File: config.mk
export PLATFORM = sky130hd
export DESIGN_NAME = addr_decoder
export DESIGN_NICKNAME = d
export VERILOG_FILES = /design/src/rtl/addr_dec_pkg.sv /design/src/rtl/addr_rule_cmp.sv /design/src/rtl/addr_prio_pick.sv /design/src/rtl/addr_decoder.sv
export SDC_FILE = /design/constraint.sdc
export NUM_CORES = 1
export LEC_CHECK = 0
export BUFFER_PORTS_ARGS = -buffer_cell sky130_fd_sc_hd__clkbuf_2
export CAP_MARGIN = 15
export CORE_AREA = 2 2 117 119
export DETAILED_ROUTE_END_ITERATION = 10
export DIE_AREA = 0 0 119 121
export PLACE_DENSITY = 0.84
export SYNTH_ARGS = -nofsm -noshare
export SYNTH_HDL_FRONTEND = slang
export SYNTH_SLANG_ARGS = --single-unit
File: constraint.sdc
create_clock -name vclk -period 5.8
set_input_delay 1.45 -clock vclk [all_inputs]
set_output_delay 1.45 -clock vclk [all_outputs]
set_load 0.1 [all_outputs]
File: src/rtl/addr_dec_pkg.sv
// Package: shared defaults and helpers for the rule-based address decoder.
// Assumes: nothing; pure constants and functions.
package addr_dec_pkg;

    localparam int unsigned DEF_ADDR_W    = 32;
    localparam int unsigned DEF_NUM_RULES = 4;
    localparam int unsigned DEF_NUM_PORTS = 4;

    // Width of an index able to name n items, never less than one bit.
    function automatic int unsigned idx_bits(input int unsigned n);
        return (n > 1) ? $clog2(n) : 1;
    endfunction

endpackage

File: src/rtl/addr_rule_cmp.sv
// Module: addr_rule_cmp
// Compares one address against one half-open range [lo, hi).
// Assumes: lo <= hi (checked by the bound checker while a request is valid).
module addr_rule_cmp #(
    parameter int unsigned ADDR_W = 32
) (
    input  logic [ADDR_W-1:0] addr_i,
    input  logic [ADDR_W-1:0] lo_i,
    input  logic [ADDR_W-1:0] hi_i,
    output logic              hit_o
);

    // Inclusive lower bound, exclusive upper bound.
    always_comb begin
        hit_o = (addr_i >= lo_i) && (addr_i < hi_i);
    end

endmodule

File: src/rtl/addr_prio_pick.sv
// Module: addr_prio_pick
// Picks the port of the highest-positioned hitting rule and reports any hit.
// Assumes: hit vector and port table share the same rule ordering.
module addr_prio_pick #(
    parameter int unsigned NUM_RULES = 4,
    parameter int unsigned PORT_W    = 2
) (
    input  logic [NUM_RULES-1:0]        hits_i,
    input  logic [NUM_RULES*PORT_W-1:0] ports_i,
    output logic                        any_o,
    output logic [PORT_W-1:0]           port_o
);

    // Scan upward so a later (higher) hitting rule overwrites an earlier one.
    always_comb begin
        any_o  = 1'b0;
        port_o = '0;
        for (int i = 0; i < int'(NUM_RULES); i++) begin
            if (hits_i[i]) begin
                any_o  = 1'b1;
                port_o = ports_i[i*PORT_W +: PORT_W];
            end
        end
    end

endmodule

File: src/rtl/addr_decoder.sv
// Module: addr_decoder (top)
// Maps a request address to a destination port through a runtime rule table,
// with an optional fallback port replacing the decode error.
// Assumes: table and fallback inputs change only while req_valid_i is low;
// every rule has lo <= hi. clk_i/rst_ni serve only the bound checker.
module addr_decoder #(
    parameter int unsigned ADDR_W    = addr_dec_pkg::DEF_ADDR_W,
    parameter int unsigned NUM_RULES = addr_dec_pkg::DEF_NUM_RULES,
    parameter int unsigned NUM_PORTS = addr_dec_pkg::DEF_NUM_PORTS,
    localparam int unsigned PORT_W   = addr_dec_pkg::idx_bits(NUM_PORTS)
) (
    input  logic                        clk_i,
    input  logic                        rst_ni,
    input  logic                        req_valid_i,
    input  logic [ADDR_W-1:0]           req_addr_i,
    input  logic [NUM_RULES*ADDR_W-1:0] rule_lo_i,
    input  logic [NUM_RULES*ADDR_W-1:0] rule_hi_i,
    input  logic [NUM_RULES*PORT_W-1:0] rule_port_i,
    input  logic                        dflt_en_i,
    input  logic [PORT_W-1:0]           dflt_port_i,
    output logic [PORT_W-1:0]           dst_port_o,
    output logic                        hit_o,
    output logic                        dec_err_o
);

    logic [NUM_RULES-1:0] rule_hits;
    logic                 any_hit;
    logic [PORT_W-1:0]    pick_port;
    logic                 unused_clk_rst;

    // Clock and reset are observed only by the bound checker.
    assign unused_clk_rst = clk_i ^ rst_ni;

    // One range comparator per table entry.
    for (genvar g = 0; g < int'(NUM_RULES); g++) begin : g_rule
        addr_rule_cmp #(.ADDR_W(ADDR_W)) cmp_i (
            .addr_i (req_addr_i),
            .lo_i   (rule_lo_i[g*ADDR_W +: ADDR_W]),
            .hi_i   (rule_hi_i[g*ADDR_W +: ADDR_W]),
            .hit_o  (rule_hits[g])
        );
    end

    addr_prio_pick #(.NUM_RULES(NUM_RULES), .PORT_W(PORT_W)) pick_i (
        .hits_i  (rule_hits),
        .ports_i (rule_port_i),
        .any_o   (any_hit),
        .port_o  (pick_port)
    );

    // Qualify with valid and choose between rule hit, fallback and error.
    always_comb begin
        hit_o      = 1'b0;
        dec_err_o  = 1'b0;
        dst_port_o = '0;
        if (req_valid_i) begin
            if (any_hit) begin
                hit_o      = 1'b1;
                dst_port_o = pick_port;
            end else if (dflt_en_i) begin
                dst_port_o = dflt_port_i;
            end else begin
                dec_err_o  = 1'b1;
            end
        end
    end

endmodule

Word-level counts from Yosys, hierarchy flattened
Index checks and enable logic that the tools add are counted.
- $lt $le $gt $ge: 8
- mux-type cells: 16
- reduce and logical (&&, ||, !) cells: 4
- operator list (kind ; count):
    $ge 32x32->1 ; 4
    $lt 32x32->1 ; 4
    $mux 2 ; 7
    $mux 1 ; 9
    $logic_and 1x1->1 ; 4
- bits in registers: 0
- input port bits: 302
- word-level logic and storage cells: 28

Logic depth before layout (Yosys ltp)
- depth after elaboration: 8
- gate-level depth with buffers: 11

By module
From an unflattened synthesis, not the netlist that was laid out.
- cell total of the unflattened synthesis: 910
- area total of the unflattened synthesis: 6377.4 um2
- modules (own cells, without submodules) (module ; times used ; cells each ; area each (um2) ; seq. area each (um2)):
    addr_rule_cmp ; 4 ; 223 ; 1562.7 ; 0.0
    addr_prio_pick ; 1 ; 11 ; 78.8 ; 0.0
    addr_decoder ; 1 ; 7 ; 47.5 ; 0.0

Worst setup path before layout
OpenSTA, ideal clock, no wires.
- path type: input to output
- start point: input port rule_lo_i[18]
- end point: output port dec_err_o
- arrival: 6132 ps
- required time: 4350 ps
- setup slack: -1782 ps
- cell stages on the path: 9
- buffers on the path: 0
- cell sequence: inv_1 -> ha_1 -> and3_1 -> a221o_1 -> a221oi_1 -> o211ai_1 -> o221ai_2 -> o22ai_4 -> nor4b_1
- cells in the longest elaborated chain, start to end: 8
- ends and longest elaborated chain (item ; line ; text):
    from (decl) ; addr_decoder.sv:16 ; input logic [NUM_RULES*ADDR_W-1:0] rule_lo_i,
    $ge 32x32->1 ; addr_rule_cmp.sv:15 ; hit_o = (addr_i >= lo_i) && (addr_i < hi_i);
    $logic_and 1x1->1 ; addr_rule_cmp.sv:15 ;
    $mux 1 (4 in series) ; addr_prio_pick.sv:19 ; if (hits_i[i]) begin
    $mux 1 ; addr_decoder.sv:57 ; if (any_hit) begin
    $mux 1 ; addr_decoder.sv:56 ; if (req_valid_i) begin
    to (decl) ; addr_decoder.sv:23 ; output logic dec_err_o
No other way between the ends.

Worst setup path after layout
- start point: input port req_addr_i[23]
- end point: output port dst_port_o[1]
- cells in the longest elaborated chain, start to end: 8
- elaborated cells on any way between the ends: 22
- classes of those cells: order compare (8); mux (10); reduce/logical (4)
- ends and longest elaborated chain (item ; line ; text):
    from (decl) ; addr_decoder.sv:15 ; input logic [ADDR_W-1:0] req_addr_i,
    $ge 32x32->1 or $lt 32x32->1 (tied branches) ; addr_rule_cmp.sv:15 ;
    $logic_and 1x1->1 ; addr_rule_cmp.sv:15 ;
    $mux 2 or $mux 1 (tied branches) (4 in series) ; addr_prio_pick.sv:19 ;
    $mux 2 * ; addr_decoder.sv:57 ;
    $mux 2 * ; addr_decoder.sv:56 ;
    to (decl) ; addr_decoder.sv:21 ; output logic [PORT_W-1:0] dst_port_o,
Every way passes the cells marked *; elsewhere a longest branch is shown, timed or not.

==> summary.md <==
| Metric | Value |
|---|---|
| Seq pwr share | `0` |
| Syn avg cell area | `~7.1 um^2` |
| Pre-antenna DRT Iters | `4` |
| N_diodes | `0` |
| Initial antenna violation count | `0` |
| Total congestion overflow | `0` |
| P_int | `0.3127 mW` |
| Global-route wire length before repair | `34.15 mm` |
| Mapped Area | `6447 um^2` |
| Register area | `0 um^2` |
| Hold-fix buffers, CTS | `0` |
| Area leader, netlist | `ha_1` |
| Clock network power share | `0` |
| Tot GR Track Use | `0.2916` |
| Initial Util | `0.4927` |
| Worst path required time | `4350 ps` |
| Die area | `~14000 um^2` |
| Input/output buffers | `approximately 300` |
| Sw Pwr | `between 0.3 and 0.4 mW` |
| Slew Limit Fails | `0` |
| Hold Violations, Final | `0` |
| Hold depth | `3` |
| Worst Setup End Kind | `output pin` |
| FFs & Latches | `0` |
| Largest net degree at the start of global routing | `9` |
| Syn. warnings | `0` |
| Comb pwr share | `1.000` |
| DP HPWL | `19.74 mm` |
| Min-delay src | `dflt_en_i` |
| Final ANT Viol Nets | `0` |
| Crit-path max FO | `5` |
| Max-cap violations | `0` |
| Cell count after synthesis | `904` |
| Count of standard-cell rows | `between 40 and 50` |
| Core area | `13090 um^2` |
| HP Class | `input pin to output pin` |
| Fin crit period | `5766 ps` |
| Crit path from | `req_addr_i[23]` |
| Hold_ws | `3235 ps` |
| Clkbuf count | `0` |
| Die W | `~120 um` |
| Cell Pwr Density | `75.04 nW/um^2` |
| Post-route clock period utilization | `0.9941` |
| Total power | `approximately 0.66 mW` |
| Cell variety after synth | `51` |
| Net count after synthesis | `roughly 1500` |
| Crit path arrival time | `~4300 ps` |
| Share of cells above drive strength 1 | `0.3043` |
| Die height | `roughly 120 um` |
| Io pins | `approximately 310` |
| Hold Crit Endpoint | `dec_err_o` |
| Final net count | `approximately 1800` |
| Via density | `roughly 5.3` |
| Wirelength per Cell | `about 15 um` |
| Routed wire length | `roughly 22 mm` |
| # DRC | `0` |
| Filler cells | `approximately 1200` |
| Maximum vdd drop | `around 0.034 mV` |
| Sw Share | `0.5228` |
| Area grow syn2layout | `35.42%` |
| Max Freq | `between 150 and 200 MHz` |
| Critical path class | `input pin to output pin` |
| Post-synthesis sequential area ratio | `0` |
| Worst Tran Pin Value | `a little over 500 ps` |
| Final setup fails | `0` |
| Status | `complete, no violations` |
| Post-synth top area share | `0.4890` |
| GP Congestion | `just over 0.9` |
| Startpoint Class | `input pin` |
| Vias in the first global route | `between 7000 and 8000` |
| Ranking of synthesized cells by area | `ha_1 (49%), inv_1 (15%), a21oi_1 (6.0%)` |
| Initial drt markers | `roughly 320` |
| Vias | `about 7500` |
| Worst slew margin | `0.6481` |
| P_leak | `~5.6 nW` |
-- worst max-delay path by stage --
stage               endpoint  slack, ps  cells after the start
6_report       dst_port_o[1]         30                     12
2_1_floorplan  dst_port_o[0]        200                     11
5_1_grt        dst_port_o[1]         -6                     12
4_1_cts        dst_port_o[1]          3                     12
3_5_place_dp   dst_port_o[1]        -90                     12
3_3_place_gp   dst_port_o[1]        -50                     12
-- stage by stage --
| stage | util | setup TNS [ps] | area [um^2] | instances | worst slack (ps) |
|---|---|---|---|---|---|
| after global routing | 0.6672 | -6.366 | 8731 | 1428 | -6.366 |
| after global placement | 0.6568 | -88.04 | 8594 | 1428 | -46.04 |
| final | 0.6672 | 0 | 8731 | 1428 | 33.96 |
| after detailed placement | 0.6568 | -154.1 | 8594 | 1428 | -93.71 |
| after floorplan | - | 0 | 6462 | 904 | 195.7 |
| after CTS | 0.6603 | 0 | 8640 | 1428 | 3.422 |
-- area by class of cell --
class / count / area (um^2) / area share
inverters: 259 / 972.2 / 0.1113
repair buffers: 348 / 1917 / 0.2195
well taps: 176 / 220.2 / 0.02522
multi-input cells: 645 / 5622 / 0.6439
-- placed cells by master, fill, tap and decap left out, types with 3 or more instances in the layout --
cell / Yosys / final
nor2b_1: 8 / 8
ha_1: 252 / 248
clkbuf_2: 0 / 297
inv_1: 259 / 259
o2111ai_1: 4 / 4
a21o_1: 22 / 22
buf_12: 0 / 4
a211o_1: 3 / 3
and4_1: 5 / 5
ha_4: 0 / 3
o211ai_1: 8 / 8
and3_1: 4 / 4
o21a_1: 3 / 3
nand2b_1: 6 / 6
o21ai_0: 39 / 39
nor4_1: 6 / 5
a211oi_1: 13 / 13
buf_4: 0 / 44
a2111oi_0: 6 / 4
nand4_1: 30 / 30
o31ai_1: 4 / 3
nor3_1: 8 / 7
o21ai_1: 5 / 5
a221oi_2: 0 / 3
nand2_1: 41 / 41
nand3_1: 26 / 26
a31oi_1: 3 / 3
nor2_1: 31 / 31
a21oi_1: 77 / 75
-- layer usage --
metal	wire length, um	vias to the layer above	GRT usage
li1	-	3862	-
met1	8073	3338	0.3080
met2	11030	294	0.5790
met3	1601	53	0.04605
met4	920	0	0.1012
met5	0	-	0
-- cell usage after synthesis, drive strengths merged, types with 4 or more instances --
| library cell | count |
|---|---|
| nand3 | 26 |
| nand4 | 30 |
| a21oi | 77 |
| and4 | 5 |
| a2111oi | 7 |
| o21ai | 44 |
| a221oi | 5 |
| nor2b | 8 |
| nand2b | 7 |
| and3 | 4 |
| o31ai | 4 |
| nand2 | 41 |
| nor3 | 8 |
| a211oi | 13 |
| a21o | 23 |
| o211ai | 8 |
| o2111ai | 4 |
| nor2 | 31 |
| nor4 | 6 |
| inv | 259 |
| mux2 | 4 |
| ha | 252 |
-- critical path, cell delays in order --
cell	delay, ps
clkbuf_4	160
ha_4	260
a2111oi_4	280
o21ai_1	140
a21oi_2	150
nor4_2	60
or3_4	400
a211o_1	360
mux2_4	320
mux2_2	270
a32o_2	290
buf_12	170
-- power groups by stage --
stage | Clock [mW] | Combinational [mW] | Sequential (mW)
finish | 0 | 0.655 | 0
global route | 0 | 0.741 | 0
CTS | 0 | 0.640 | 0
detailed placement | 0 | 0.632 | 0
global placement | 0 | 0.610 | 0
floorplan | 0 | 0.355 | 0
-- what timing repair did --
action / in CTS / in global routing
buffers inserted: 0 / 0
resized for setup: 7 / 22
pin swaps: 6 / 4
endpoints found under the setup margin: 2 / 2
endpoints found under the hold margin: 0 / 0
-- logic make-up after synthesis --
family | share of synthesized area
buffers and inverters | 0.1508
adders and majority gates | 0.4890
AOI/OAI and AO/OA | 0.2156
and+or+nand+nor | 0.1376
muxes | 0.006986
(Power assumes the default switching activity.)
